==> src/rtl/intr_ctrl_pkg.sv <==
package intr_ctrl_pkg;
  localparam int REG_W  = 8;
  localparam int B_MEN  = 7;
  localparam int B_GEN  = 6;
  localparam int B_TEN  = 5;
  localparam int B_XEN  = 4;
  localparam int B_CEN  = 3;
  localparam int B_TFL  = 2;
  localparam int B_XFL  = 1;
  localparam int B_CFL  = 0;

  // Next value of a sticky flag: a set event beats a clearing write.
  function automatic logic flag_next(logic cur, logic wr, logic wbit, logic set_evt);
    return set_evt | (wr ? wbit : cur);
  endfunction

  // Request from the register contents and the peripheral-group input.
  function automatic logic irq_eval(logic [REG_W-1:0] r, logic periph);
    logic any_src;
    any_src = (r[B_TEN] & r[B_TFL]) | (r[B_XEN] & r[B_XFL]) |
              (r[B_CEN] & r[B_CFL]) | (r[B_GEN] & periph);
    return r[B_MEN] & any_src;
  endfunction
endpackage

==> src/rtl/intr_sync.sv <==
module intr_sync #(
  parameter int W      = 1,
  parameter int STAGES = 2
) (
  input  logic         clk,
  input  logic         rst_n,
  input  logic [W-1:0] d,
  output logic [W-1:0] q
);
  logic [W-1:0] stg [STAGES];

  always_ff @(posedge clk or negedge rst_n) begin
    if (!rst_n) stg[0] <= '0;
    else        stg[0] <= d;
  end

  for (genvar i = 1; i < STAGES; i++) begin : g_stage
    always_ff @(posedge clk or negedge rst_n) begin
      if (!rst_n) stg[i] <= '0;
      else        stg[i] <= stg[i-1];
    end
  end

  assign q = stg[STAGES-1];
endmodule

==> src/rtl/intr_edge_det.sv <==
module intr_edge_det (
  input  logic clk,
  input  logic rst_n,
  input  logic lvl,
  input  logic rise_sel,
  output logic evt
);
  logic prev;

  always_ff @(posedge clk or negedge rst_n) begin
    if (!rst_n) prev <= 1'b0;
    else        prev <= lvl;
  end

  assign evt = rise_sel ? (lvl & ~prev) : (~lvl & prev);
endmodule

==> src/rtl/intr_port_cmp.sv <==
module intr_port_cmp #(
  parameter int W = 4
) (
  input  logic         clk,
  input  logic         rst_n,
  input  logic [W-1:0] pins,
  input  logic         rd,
  output logic         mis
);
  logic [W-1:0] snap;

  always_ff @(posedge clk or negedge rst_n) begin
    if (!rst_n)  snap <= '0;
    else if (rd) snap <= pins;
  end

  assign mis = |(pins ^ snap);
endmodule

==> src/rtl/intr_ctrl.sv <==
module intr_ctrl
  import intr_ctrl_pkg::*;
#(
  parameter int PORT_W      = 4,
  parameter int SYNC_STAGES = 2
) (
  input  logic              clk,
  input  logic              rst_n,
  input  logic              tmr_ovf_i,
  input  logic              ext_pin_i,
  input  logic [PORT_W-1:0] port_hi_i,
  input  logic              port_rd_i,
  input  logic              edge_rise_sel_i,
  input  logic              periph_irq_i,
  input  logic              reg_wr_i,
  input  logic [REG_W-1:0]  reg_wdata_i,
  output logic [REG_W-1:0]  reg_rdata_o,
  output logic              irq_o
);
  logic              ext_s;
  logic [PORT_W-1:0] port_s;
  logic              ext_evt;
  logic              port_mis;
  logic [REG_W-1:0]  ctl_q;
  logic [REG_W-1:0]  ctl_d;

  intr_sync #(.W(1), .STAGES(SYNC_STAGES)) u_ext_sync (
    .clk(clk), .rst_n(rst_n), .d(ext_pin_i), .q(ext_s)
  );

  intr_sync #(.W(PORT_W), .STAGES(SYNC_STAGES)) u_port_sync (
    .clk(clk), .rst_n(rst_n), .d(port_hi_i), .q(port_s)
  );

  intr_edge_det u_edge (
    .clk(clk), .rst_n(rst_n), .lvl(ext_s), .rise_sel(edge_rise_sel_i), .evt(ext_evt)
  );

  intr_port_cmp #(.W(PORT_W)) u_cmp (
    .clk(clk), .rst_n(rst_n), .pins(port_s), .rd(port_rd_i), .mis(port_mis)
  );

  always_comb begin
    ctl_d = reg_wr_i ? reg_wdata_i : ctl_q;
    ctl_d[B_TFL] = flag_next(ctl_q[B_TFL], reg_wr_i, reg_wdata_i[B_TFL], tmr_ovf_i);
    ctl_d[B_XFL] = flag_next(ctl_q[B_XFL], reg_wr_i, reg_wdata_i[B_XFL], ext_evt);
    ctl_d[B_CFL] = flag_next(ctl_q[B_CFL], reg_wr_i, reg_wdata_i[B_CFL], port_mis);
  end

  always_ff @(posedge clk or negedge rst_n) begin
    if (!rst_n) ctl_q <= '0;
    else        ctl_q <= ctl_d;
  end

  assign reg_rdata_o = ctl_q;
  assign irq_o       = irq_eval(ctl_q, periph_irq_i);
endmodule

==> config.mk <==
export PLATFORM = sky130hd
export DESIGN_NAME = intr_ctrl
export DESIGN_NICKNAME = d
export VERILOG_FILES = /design/src/rtl/intr_ctrl_pkg.sv /design/src/rtl/intr_sync.sv /design/src/rtl/intr_edge_det.sv /design/src/rtl/intr_port_cmp.sv /design/src/rtl/intr_ctrl.sv
export SDC_FILE = /design/constraint.sdc
export NUM_CORES = 1
export LEC_CHECK = 0
export ABC_AREA = 1
export CAP_MARGIN = 0
export CORE_MARGIN = 2
export CORE_UTILIZATION = 43
export DETAILED_ROUTE_END_ITERATION = 8
export GPL_TIMING_DRIVEN = 1
export MAX_ROUTING_LAYER = met4
export PLACE_DENSITY = 0.86
export SYNTH_ARGS = -nofsm -noshare
export SYNTH_HDL_FRONTEND = slang
export SYNTH_SLANG_ARGS = --single-unit
==> constraint.sdc <==
create_clock -name clk -period 0.98 [get_ports clk]
set_input_delay 0.098 -clock clk [delete_from_list [all_inputs] [get_ports clk]]
set_output_delay 0.098 -clock clk [all_outputs]
set_load 0.01 [all_outputs]
# --- Word level (Yosys, flattened, before mapping) ---
# Index checks and enable logic that the tools add are counted.
classes:
  n_mux: 4
  n_reduce_logical: 1
  bitwise_logic: 16
ops:
  columns: ["operator", "n"]
  rows:
  - ["$and 1x1->1", 7]
  - ["$or 1x1->1", 6]
  - ["$mux 1", 4]
  - ["$reduce_or 4->1", 1]
  - ["$xor 4x4->4", 1]
  - ["$not 1->1", 2]
totals:
  out_inout_bits: 9
  word_cells: 29
  regBits: 23

# --- Logic depth before layout (Yosys ltp) ---
depth:
  word_depth: 5
  ltp_mapped: 6
  ltp_nobuf: 5

# --- Modules after synthesis ---
# From an unflattened synthesis, not the netlist that was laid out.
unflattened:
  hier_cells: 98
  area_unflattened_um2: 892.1
by_module_without_submodules:
  columns: ["mod", "area_each_um2", "cells_per_inst", "seq_area_each_um2", "n_inst"]
  rows:
  - ["intr_ctrl", 340.3, 42, 200.2, 1]
  - ["intr_sync at u_port_sync", 230.2, 12, 200.2, 1]
  - ["intr_port_cmp", 221.5, 35, 100.1, 1]
  - ["intr_edge_det", 50.0, 7, 25.0, 1]
  - ["intr_sync at u_ext_sync", 50.0, 2, 50.0, 1]

# --- Worst setup path after synthesis ---
# No wires, ideal clock.
synth_timing:
  kind: "flip-flop to flip-flop"
  from: "register ctl_q[1] (netlist: reg_rdata_o[1])"
  to: "register ctl_q[1] (netlist: reg_rdata_o[1])"
  path_stages_with_launch: 4
  synth_period_minus_slack_ns: 0.856
  arrival_ns: 0.730
  required_time_ns: 0.853
  slack_ns: 0.124
  setup_time_ns: 0.127
  path_cell_list: "dfrtp_1 or2_0 o21ai_1 nand3b_1"
synth_via:
  elab_chain_cells: 2
synth_rtl:
  columns: ["item", "line_no", "source"]
  rows:
  - ["from (decl)", "intr_ctrl.sv:24", "logic [REG_W-1:0] ctl_q;"]
  - ["from (signal assigned)", "intr_ctrl.sv:52", "else ctl_q <= ctl_d;"]
  - ["$mux 1", "intr_ctrl_pkg.sv:14", "return set_evt | (wr ? wbit : cur);"]
  - ["$or 1x1->1", "intr_ctrl_pkg.sv:14", null]
  - ["via ctl_d[1]", "intr_ctrl.sv:25", "logic [REG_W-1:0] ctl_d;"]
# The timed path passes the listed nets, and every way through them passes these cells.
# A chain may end at the register's enable or synchronous reset.

# --- Worst setup path in the final report ---
layout_timing:
  from: "register ctl_q[4] (netlist: reg_rdata_o[4])"
  to: "output port irq_o"
layout_via:
  elab_chain_cells: 5
layout_rtl:
  columns: ["item", "line_no", "source"]
  rows:
  - ["$and 1x1->1", "intr_ctrl_pkg.sv:20", "any_src = (r[B_TEN] & r[B_TFL]) | (r[B_XEN] & r[B_XFL]) |"]
  - ["$or 1x1->1 (2 in a row)", "intr_ctrl_pkg.sv:20", null]
  - ["$or 1x1->1", "intr_ctrl_pkg.sv:21", "(r[B_CEN] & r[B_CFL]) | (r[B_GEN] & periph);"]
  - ["$and 1x1->1", "intr_ctrl_pkg.sv:22", "return r[B_MEN] & any_src;"]
  - ["to (decl)", "intr_ctrl.sv:18", "output logic irq_o"]
# No other way between the ends.

==> flow_metrics.py <==
metrics = {
    "run_status": {
        "status": "finished, violations left",
        "violations": "setup timing",
    },
    "finish": {
        "postLayoutCoreUtil": 0.689,
        "num_antenna_cells": 0,
        "drive_above_1_share": 0.219,
        "final_area_sq_um": 1310,
        "final_nets": 149,
        "syn2layout_area_growth_pct": 54.9,
    },
    "synth": {
        "syn-num-nets": 104,
        "syn_inst": 84,
        "synth_top_cell_by_area": "dfrtp_1",
        "yosys-top-cells-area": "dfrtp_1, nand2_1, inv_1",
        "syn-cell-area_sq_um": 846,
        "synth_seq_cells": 23,
        "synth_cell_type_count": 17,
        "ys_seq_area_frac": 0.680,
        "avgSynthCellArea_sq_um": 10.1,
        "ys_warn_count": 0,
        "synth_top_cell_area_share": 0.680,
    },
    "clocking": {
        "clock-sinks": 23,
        "worstSkewPairLatency_ns": 0.30,
        "clockBufferDepth": 2,
        "cts_tree": "built",
        "postCtsHoldBufs": 0,
        "clockRootBuffer": "clkbuf_4",
        "numCtsBuffers": 3,
        "cts_max_level": 1,
        "path_clk_slew_ns": 0.12,
    },
    "critical_path": {
        "worstPathCellList": "nand2_1 > nand4_1 > and2_1 > buf_2",
        "endpoint_kind": "output pin",
        "criticalPathCategory": "flop to output pin",
        "slowest_stage": "dfrtp_1",
        "critPathMaxFanout": 2,
        "cp.required_ns": 0.88,
        "worstPathArrival_ns": 1.15,
        "max_stage_delay_ns": 0.40,
        "crit_path_start_kind": "flop",
    },
    "job": {
        "cap_violations": 0,
    },
    "place": {
        "placed_area_sq_um": 1240,
        "io_buffers": 28,
        "dp_hpwl_microns": 1300,
        "pre_cts_ws_ns": -0.482,
        "globalplace.congestion": 0.701,
    },
    "routing": {
        "vias_per_cell": 4.46,
        "drc_errors": 0,
        "ant_nets": 0,
        "wire_per_inst_microns": 11.2,
        "dr.pass1.iters": 2,
        "routed-via-count": 691,
        "drt-initial-drc-count": 3,
        "wl_met2_microns": 967,
        "dr_wl_met3_microns": 73,
        "met1_length_microns": 672,
        "maxUsedRoutingLayer": "met4",
        "wirelength_microns": 1740,
    },
    "global_routing": {
        "grt_overflow": 0,
        "track_usage": 0.170,
        "grt_max_degree": 24,
        "grt_pass1_wl_microns": 2980,
        "antenna_found_initial": 0,
        "grt_pass1_vias": 715,
    },
    "floorplanning": {
        "rows": 16,
        "core-area_sq_um": 1900,
        "initial_core_util": 0.445,
        "die_w_microns": 48.4,
        "die_area_sq_um": 2340,
        "die_h_microns": 48.4,
        "top_level_ports": 29,
    },
    "timing": {
        "slew_viol_final": 0,
        "rsz0062_at_grt": "true",
        "post-route-period-util": 1.27,
        "fin_skew_ns": 0.00179,
        "final.setup.tns_ns": -0.976,
        "fin_crit_ns": 1.25,
        "worst_pin_slew_ns": 0.183,
        "setup_viol_count_final": 10,
        "hold_viol": 0,
        "worst_slack_ns": -0.268,
        "maxSlewHeadroom": 0.877,
        "fmax_mhz": 802,
    },
    "power_and_ir_drop": {
        "power_density_nw_per_um2": 1400,
        "irDropWorstVdd_mv": 1.06,
        "leakage_uw": 0.000649,
    },
    "min_path": {
        "hp-class": "input pin to async pin",
    },
}
-- final cells by class --
type                            count  area, sq um
Fill cell                         129          592
Multi-Input combinational cell     52          229
Clock buffer                        3         22.5
Tap cell                           27         33.8
Inverter                            8         30.0
Sequential cell                    23          576
Timing Repair Buffer               41          414
Clock inverter                      1         5.00
-- Yosys cell counts, drive strengths merged --
| master | count |
|---|---|
| a21oi | 1 |
| and2 | 1 |
| buf | 1 |
| dfrtp | 23 |
| inv | 8 |
| mux2 | 1 |
| nand2 | 36 |
| nand3 | 2 |
| nand3b | 1 |
| nand4 | 1 |
| nor2 | 2 |
| nor3 | 1 |
| o21ai | 4 |
| or2 | 1 |
| xnor2 | 1 |
-- power breakdown --
part / switching (uW) / total (uW) / internal (uW)
registers: 35.9 / 1050 / 1010
logic: 143 / 366 / 223
clock network: 265 / 417 / 152
-- layer usage --
| layer | vias up | GRT usage |
|---|---|---|
| met1 | 322 | 0.162 |
| met4 | 0 | 0.0619 |
| met2 | 21 | 0.338 |
| met3 | 4 | 0.0278 |
| li1 | 344 | - |
| met5 | - | - |
-- path summary, 6_finish.rpt --
| check | start | endpoint | slack, ns | cells past startpoint |
|---|---|---|---|---|
| worst min-delay path | rst_n | reg_rdata_o[3]$_DFFE_PN0P_ | 0.13 | 2 |
| worst min register to register | u_port_sync.stg[7]$_DFF_PN0_ | u_port_sync.q[3]$_DFF_PN0_ | 0.36 | 0 |
| worst max register to register | reg_rdata_o[1]$_DFF_PN0_ | reg_rdata_o[1]$_DFF_PN0_ | -0.02 | 4 |
| max in group asynchronous | rst_n | u_ext_sync.q$_DFF_PN0_ | 0.71 | 2 |
| worst max-delay path | reg_rdata_o[4]$_DFFE_PN0P_ | irq_o | -0.27 | 4 |
| min in group clk | port_hi_i[2] | u_port_sync.stg[6]$_DFF_PN0_ | 0.22 | 1 |
-- sequential cells by signal (all words and copies together), names as in the netlist --
register         flops
u_ext_sync.q         1
u_ext_sync.stg       1
u_port_sync.q        4
u_edge.prev          1
u_cmp.snap           4
u_port_sync.stg      4
reg_rdata_o          8
-- repair_timing --
action	4_1_cts	5_1_grt
endpoints found under the setup margin	10	10
cloned	0	0
resized for setup	46	1
pin swaps	0	2
buffers inserted	3	2
-- cells by family after synthesis --
logic type,count (synthesis),synth area share
and+or+nand+nor,45,0.217
muxes,1,0.0133
xor gates and xnor gates,1,0.0104
DFF,23,0.680
buffers and inverters,9,0.0488
AOI/OAI and AO/OA,5,0.0296
-- worst max-delay path: cells and delay by family, from the launching register on --
family                 cells  cell delay [ns]
DFF                        1             0.40
and+or+nand+nor            3             0.31
buffers and inverters      1             0.14
-- stage by stage --
stage	power, uW	hold WS [ns]	std cells
after floorplan	1170	-0.198	84
final	1830	0.134	155
after CTS	1840	0.130	154
after detailed placement	1400	0.335	148
after global placement	1380	0.332	148
after global routing	1930	0.125	155
-- cells in the final DEF (no fill, tap or decap) --
cell type         n
a21oi_1           1
and2_1            1
buf_12            1
buf_2             1
buf_4             7
buf_6            12
clkbuf_4          3
clkdlybuf4s15_2   1
clkdlybuf4s50_1  19
clkinv_2          1
dfrtp_1          23
inv_1             7
inv_2             1
mux2_2            1
nand2_1          36
nand3_1           2
nand3b_1          1
nand4_1           1
nor2_1            2
nor3_1            1
o21ai_0           3
o21ai_1           1
or2_0             1
xnor2_1           1
Note: power is estimated with default switching activity, not from simulation.
